$ cat config.mk
export PLATFORM = sky130hd
export DESIGN_NAME = dxc_perm_check
export DESIGN_NICKNAME = d
export VERILOG_FILES = /design/src/rtl/dxc_pkg.sv /design/src/rtl/dxc_perm_check.sv
export SDC_FILE = /design/constraint.sdc
export NUM_CORES = 1
export LEC_CHECK = 0
export BUFFER_PORTS_ARGS = -buffer_cell sky130_fd_sc_hd__buf_2
export CAP_MARGIN = 0
export CORE_AREA = 4 4 98 100
export DETAILED_ROUTE_END_ITERATION = 6
export DIE_AREA = 0 0 102 104
export SLEW_MARGIN = 20
export SYNTH_ARGS = -nofsm -noshare
export SYNTH_HDL_FRONTEND = slang
export SYNTH_SLANG_ARGS = --single-unit
export TNS_END_PERCENT = 100
$ cat constraint.sdc
create_clock -name vclk -period 1
set_input_delay 0.05 -clock vclk [all_inputs]
set_output_delay 0.05 -clock vclk [all_outputs]
set_load 0.01 [all_outputs]
$ cat src/rtl/dxc_pkg.sv
// Shared types for the data address translator.
// Assumes fault codes and status flag positions are fixed across the chip.
package dxc_pkg;
    typedef enum logic [2:0] {
        FLT_NONE    = 3'd0,
        FLT_ALIGN   = 3'd1,
        FLT_PAGE    = 3'd2,
        FLT_ACV     = 3'd3,
        FLT_MISS    = 3'd4,
        FLT_MISS_PT = 3'd5,
        FLT_MCHK    = 3'd6
    } fault_e;

    localparam int unsigned FLAG_W   = 6;
    localparam int unsigned ST_WR    = 0;
    localparam int unsigned ST_ACV   = 1;
    localparam int unsigned ST_FONR  = 2;
    localparam int unsigned ST_FONW  = 3;
    localparam int unsigned ST_MISS  = 4;
    localparam int unsigned ST_BADVA = 5;

    localparam logic [1:0] MODE_KERNEL = 2'd0;
endpackage

$ cat src/rtl/dxc_perm_check.sv
// Priority chain of translation checks and the pre-check physical address.
// Assumes the lookup result is valid in the same cycle as the request.
module dxc_perm_check #(
    parameter int unsigned VA_W       = 64,
    parameter int unsigned PPN_W      = 32,
    parameter int unsigned PAGE_SHIFT = 13
) (
    input  logic [VA_W-1:0]  va,
    input  logic             is_write,
    input  logic             is_phys,
    input  logic             is_vpte,
    input  logic             misaligned,
    input  logic             va_bad,
    input  logic             in_window,
    input  logic [VA_W-1:0]  win_pa,
    input  logic [1:0]       cur_mode,
    input  logic [1:0]       eff_mode,
    input  logic             tlb_hit,
    input  logic [PPN_W-1:0] tlb_ppn,
    input  logic [3:0]       tlb_rd_en,
    input  logic [3:0]       tlb_wr_en,
    input  logic             tlb_fonr,
    input  logic             tlb_fonw,
    output dxc_pkg::fault_e  fault,
    output logic [dxc_pkg::FLAG_W-1:0] flags,
    output logic [VA_W-1:0]  pa_pre
);
    import dxc_pkg::*;

    logic [VA_W-1:0] mapped_pa;

    // Page number and untouched page offset form the mapped address.
    always_comb begin
        mapped_pa = (VA_W'(tlb_ppn) << PAGE_SHIFT) | VA_W'(va[PAGE_SHIFT-1:0]);
    end

    // Evaluate checks in fixed priority order.
    always_comb begin
        fault  = FLT_NONE;
        flags  = '0;
        pa_pre = '0;
        if (misaligned) begin
            fault         = FLT_ALIGN;
            flags[ST_WR]  = is_write;
        end else if (is_phys) begin
            pa_pre = va;
        end else if (va_bad) begin
            fault           = FLT_PAGE;
            flags[ST_WR]    = is_write;
            flags[ST_ACV]   = 1'b1;
            flags[ST_BADVA] = 1'b1;
        end else if (in_window) begin
            if (cur_mode != MODE_KERNEL) begin
                fault         = FLT_ACV;
                flags[ST_WR]  = is_write;
                flags[ST_ACV] = 1'b1;
            end else begin
                pa_pre = win_pa;
            end
        end else if (!tlb_hit) begin
            fault          = is_vpte ? FLT_MISS_PT : FLT_MISS;
            flags[ST_WR]   = is_write;
            flags[ST_MISS] = 1'b1;
        end else begin
            pa_pre = mapped_pa;
            if (is_write) begin
                if (!tlb_wr_en[eff_mode]) begin
                    fault          = FLT_PAGE;
                    flags[ST_WR]   = 1'b1;
                    flags[ST_ACV]  = 1'b1;
                    flags[ST_FONW] = tlb_fonw;
                end else if (tlb_fonw) begin
                    fault          = FLT_PAGE;
                    flags[ST_WR]   = 1'b1;
                    flags[ST_FONW] = 1'b1;
                end
            end else begin
                if (!tlb_rd_en[eff_mode]) begin
                    fault          = FLT_ACV;
                    flags[ST_ACV]  = 1'b1;
                    flags[ST_FONR] = tlb_fonr;
                end else if (tlb_fonr) begin
                    fault          = FLT_PAGE;
                    flags[ST_FONR] = 1'b1;
                end
            end
        end
    end
endmodule

# Word level (Yosys, flattened, before mapping)

Index checks and enable logic that the tools add are counted.
W data, S select, Z words.

Output and inout port bits: 73
Logic and storage cells: 48
Register bits: 0

Order comparisons: 1
Muxes and demuxes: 45
Reductions and logical operators: 1
Bitwise operators: 1

Operators by type and width:

| operator             | count |
|---|---|
| $mux W64             | 5 |
| $mux W45             | 1 |
| $or A45 B13 Y45      | 1 |
| $mux W3              | 8 |
| $mux W1              | 18 |
| $mux W2              | 9 |
| $mux W6              | 1 |
| $mux W5              | 1 |
| $bmux W1 S2          | 2 |
| $lt A2 B3 Y1 const B | 1 |
| $reduce_bool A2 Y1   | 1 |

# Longest topological paths before layout

Depth in word-level cells: 9
Depth in mapped cells: 5
Depth with buffers taken out: 3

# Worst setup path before layout

No wires, ideal clock.

Kind: in2out
Start point: input port eff_mode[0]
End point: output port flags[0] in the netlist's numbering
Cell stages on the path: 3
Setup slack: -0.181 ns
Path buffers: 0
Data arrival time: 1.131 ns
Path through: mux4_2 -> a311o_1 -> a21oi_1

Longest elaborated chain between the ends: 9

RTL lines:

| element                       | line                 | RTL |
|---|---|---|
| start, declared               | dxc_perm_check.sv:17 | `input logic [1:0] eff_mode,` |
| $bmux W1 S2                   | dxc_perm_check.sv:67 | `if (!tlb_wr_en[eff_mode]) begin` |
| $mux W1 (not written as such) | dxc_perm_check.sv:67 |  |
| $mux W1                       | dxc_perm_check.sv:67 |  |
| $mux W1                       | dxc_perm_check.sv:66 | `if (is_write) begin` |
| $mux W1                       | dxc_perm_check.sv:60 | `end else if (!tlb_hit) begin` |
| $mux W2                       | dxc_perm_check.sv:52 | `end else if (in_window) begin` |
| $mux W2                       | dxc_perm_check.sv:47 | `end else if (va_bad) begin` |
| $mux W6                       | dxc_perm_check.sv:45 | `end else if (is_phys) begin` |
| $mux W1                       | dxc_perm_check.sv:42 | `if (misaligned) begin` |
| end, declared                 | dxc_perm_check.sv:25 | `output logic [dxc_pkg::FLAG_W-1:0] flags,` |

No other way between the ends. The select of a mux whose other input is x is not followed.

# Final worst setup path

Start point: input port eff_mode[0]
End point: output port fault[0]

Longest elaborated chain between the ends: 9

RTL lines:

| element                        | line                                       | RTL |
|---|---|---|
| $bmux W1 S2 (on tied branches) | dxc_perm_check.sv:78, dxc_perm_check.sv:67 |  |
| $mux W1 (on tied branches)     | dxc_perm_check.sv:78, dxc_perm_check.sv:67 |  |
| $mux W2 (on tied branches)     | dxc_perm_check.sv:78, dxc_perm_check.sv:67 |  |
| $mux W2 (*)                    | dxc_perm_check.sv:66                       |  |
| $mux W3 (*)                    | dxc_perm_check.sv:60                       |  |
| $mux W3 (*)                    | dxc_perm_check.sv:52                       |  |
| $mux W3 (*)                    | dxc_perm_check.sv:47                       |  |
| $mux W3 (*)                    | dxc_perm_check.sv:45                       |  |
| $mux W3 (*)                    | dxc_perm_check.sv:42                       |  |
| end, declared                  | dxc_perm_check.sv:24                       | `output dxc_pkg::fault_e fault,` |

Mark *: on every way between the ends. The rest lies on a longest branch, timed or not. The select of a mux whose other input is x is not followed.

==> flow_summary.ini <==
[power]
clockPowerShare_pct = 0
intPower_mw = 0.9048
p_total_mw = 1.670
p_leak_nw = 2.010
comb_power_share_pct = 100.0
p_switching_mw = 0.7654
p_seq_share_pct = 0
switching_share_pct = 45.83
powerDensity_nw_per_um2 = 408.0
vdd_drop_max_mv = 0.2473

[final_layout]
n_antenna_cell = 0
fillers = 879
regArea_sq_um = 0
nFlopsAndLatches = 0
instances_no_fill = 641
final_util_pct = 47.17
final_nets = 716
nClkBuffers = 0
layout-area-overhead-vs-synth_pct = 123.2
design_area_sq_um = 4094
drive_above_1_share_pct = 70.54

[floorplanning]
io_pins = 254
initial_utilization_pct = 21.14
die_w_microns = 102
die_h_microns = 104
dieArea_sq_um = 10610
num_rows = 34
core-area_sq_um = 8678

[run_status]
outcome = complete, but fails checks
violations = setup timing

[grt]
grt_pass1_wl_mm = 16.46
grt_usage_pct = 18.93
grt_overflow = 0
antenna_found_initial = 0
grt_max_degree = 37
grt_pass1_vias = 3162

[route]
drc = 0
drt_iter0_markers = 153
vias = 3219
postRouteAntennaNets = 0
wl_per_cell_microns = 17.64
via_per_inst = 5.022
drt_pass1_iterations = 4
drt-total-wl_mm = 11.31

[place]
place.gp.congestion = 0.7678
numPortBuffers = 254
dpl.hpwl_mm = 7.750
dp_slack_ns = -0.3773
placed_cells = 616
dpl-instance-area_sq_um = 3453

[synth]
ys.warnings.count = 0
synth_area_sq_um = 1834
synth.distinct_cells = 29
yosys-top-cells-area = mux2_2, o211ai_1, a21oi_1
synth_cells = 263
seq_area_frac_synth_pct = 0
synth_top_cell_by_area = mux2_2
syn_area_per_cell_sq_um = 6.974
syn-num-nets = 444
synth.top_cell.area_share_pct = 19.65

[critical_path]
critPathMaxFanout = 2
critical_path_class = in2out
critPathLaunchType = primary input
cp_cell_sequence = buf_8 -> mux4_2 -> or3b_1 -> a2bb2oi_2 -> buf_2
crit_path_end_kind = output port
crit_family = multiplexers
path_buf_inv = 2
worstPathRequired_ns = 0.95
critical_path.max_stage_delay_ns = 0.53
cp_slowest_cell = mux4_2
worstPathArrival_ns = 1.29

[sta]
fmax_mhz = 745.7
worst_pin_slew_ns = 0.2942
rsz0062_at_grt = yes
hold_viol_final = 0
setup_viol = 70
drv_slew = 0
finalCriticalPeriod_ns = 1.341
whs_ns = 0.4222
setup_tns_ns = -12.76
period_share_pct = 134.1
worst_slack_ns = -0.3410
slew_headroom_pct = 79.83

[hold_path]
worstHoldStart = va[48]
hold_class = in2out
hold_path_depth = 4
hold_path_end = pa_pre[48]

[flow_run]
drv_cap = 0
what timing repair did:
item,4_1_cts,5_1_grt
pin swaps,47,34
hold buffers,0,0
resized for setup,51,24
endpoints found under the setup margin,72,72
cloned,11,1
buffers inserted,12,9
power by group through the flow:
stage / Clock [mW] / Combinational [mW] / Sequential (mW)
floorplan: 0 / 0.693 / 0
global placement: 0 / 1.36 / 0
detailed placement: 0 / 1.38 / 0
CTS: 0 / 1.65 / 0
global route: 0 / 1.80 / 0
finish: 0 / 1.67 / 0
Yosys cell counts:
| master | count |
|---|---|
| a21oi_1 | 34 |
| nand2_1 | 33 |
| mux2_2 | 32 |
| o211ai_1 | 32 |
| clkbuf_1 | 24 |
| nor2_1 | 22 |
| a32oi_1 | 19 |
| mux2i_1 | 13 |
| a211oi_2 | 10 |
| buf_2 | 7 |
| inv_1 | 5 |
| nor3_1 | 5 |
| a211oi_1 | 3 |
| buf_6 | 3 |
| nor2b_1 | 3 |
| buf_4 | 2 |
| mux4_2 | 2 |
| nor4_1 | 2 |
| o21a_1 | 2 |
| a2bb2oi_1 | 1 |
| a311o_1 | 1 |
| a311oi_1 | 1 |
| nand2b_1 | 1 |
| nor3b_4 | 1 |
| nor4b_4 | 1 |
| o21ai_0 | 1 |
| o21ai_1 | 1 |
| o311ai_1 | 1 |
| or3b_1 | 1 |
cells in the final DEF, fill, tap and decap left out, drive strengths merged, types with 2 or more instances in the layout:
master  instances
buf           305
nor3            5
o21ai           2
o211ai         32
a211oi         13
nand2          33
o21a            2
nor2           22
nor2b           3
inv             5
mux4            2
nor4            2
mux2           32
a21oi          34
mux2i          13
a32oi          19
per-layer routing:
| metal | track usage (%) | vias to the layer above | wire (microns) |
|---|---|---|---|
| met5 | 0 | - | 0 |
| met4 | 0.5623 | 0 | 70 |
| met3 | 1.207 | 5 | 838 |
| met2 | 36.35 | 151 | 6072 |
| met1 | 23.82 | 1504 | 4327 |
| li1 | - | 1559 | - |
worst max-delay path by stage:
stage / startpoint / endpoint / slack, ns / cells past startpoint
2_1_floorplan: eff_mode[0] / fault[0] / -0.11 / 3
6_report: eff_mode[0] / fault[0] / -0.34 / 5
3_3_place_gp: eff_mode[0] / fault[0] / -0.37 / 5
5_1_grt: eff_mode[0] / fault[0] / -0.37 / 5
4_1_cts: eff_mode[0] / fault[0] / -0.37 / 5
3_5_place_dp: eff_mode[0] / fault[1] / -0.38 / 5
cells by family after synthesis:
kind of cell,share of synthesized area [%]
compound gates,42.84
mux,29.19
buf+inv,10.50
simple gates,17.46
cell type report:
class              instances  area (sq um)  area share [%]
inverters                  5         18.77          0.4584
well taps                108         135.1           3.301
repair buffers           306          2085           50.92
multi-input cells        222          1856           45.32
Power figures use the tool's default switching activity.
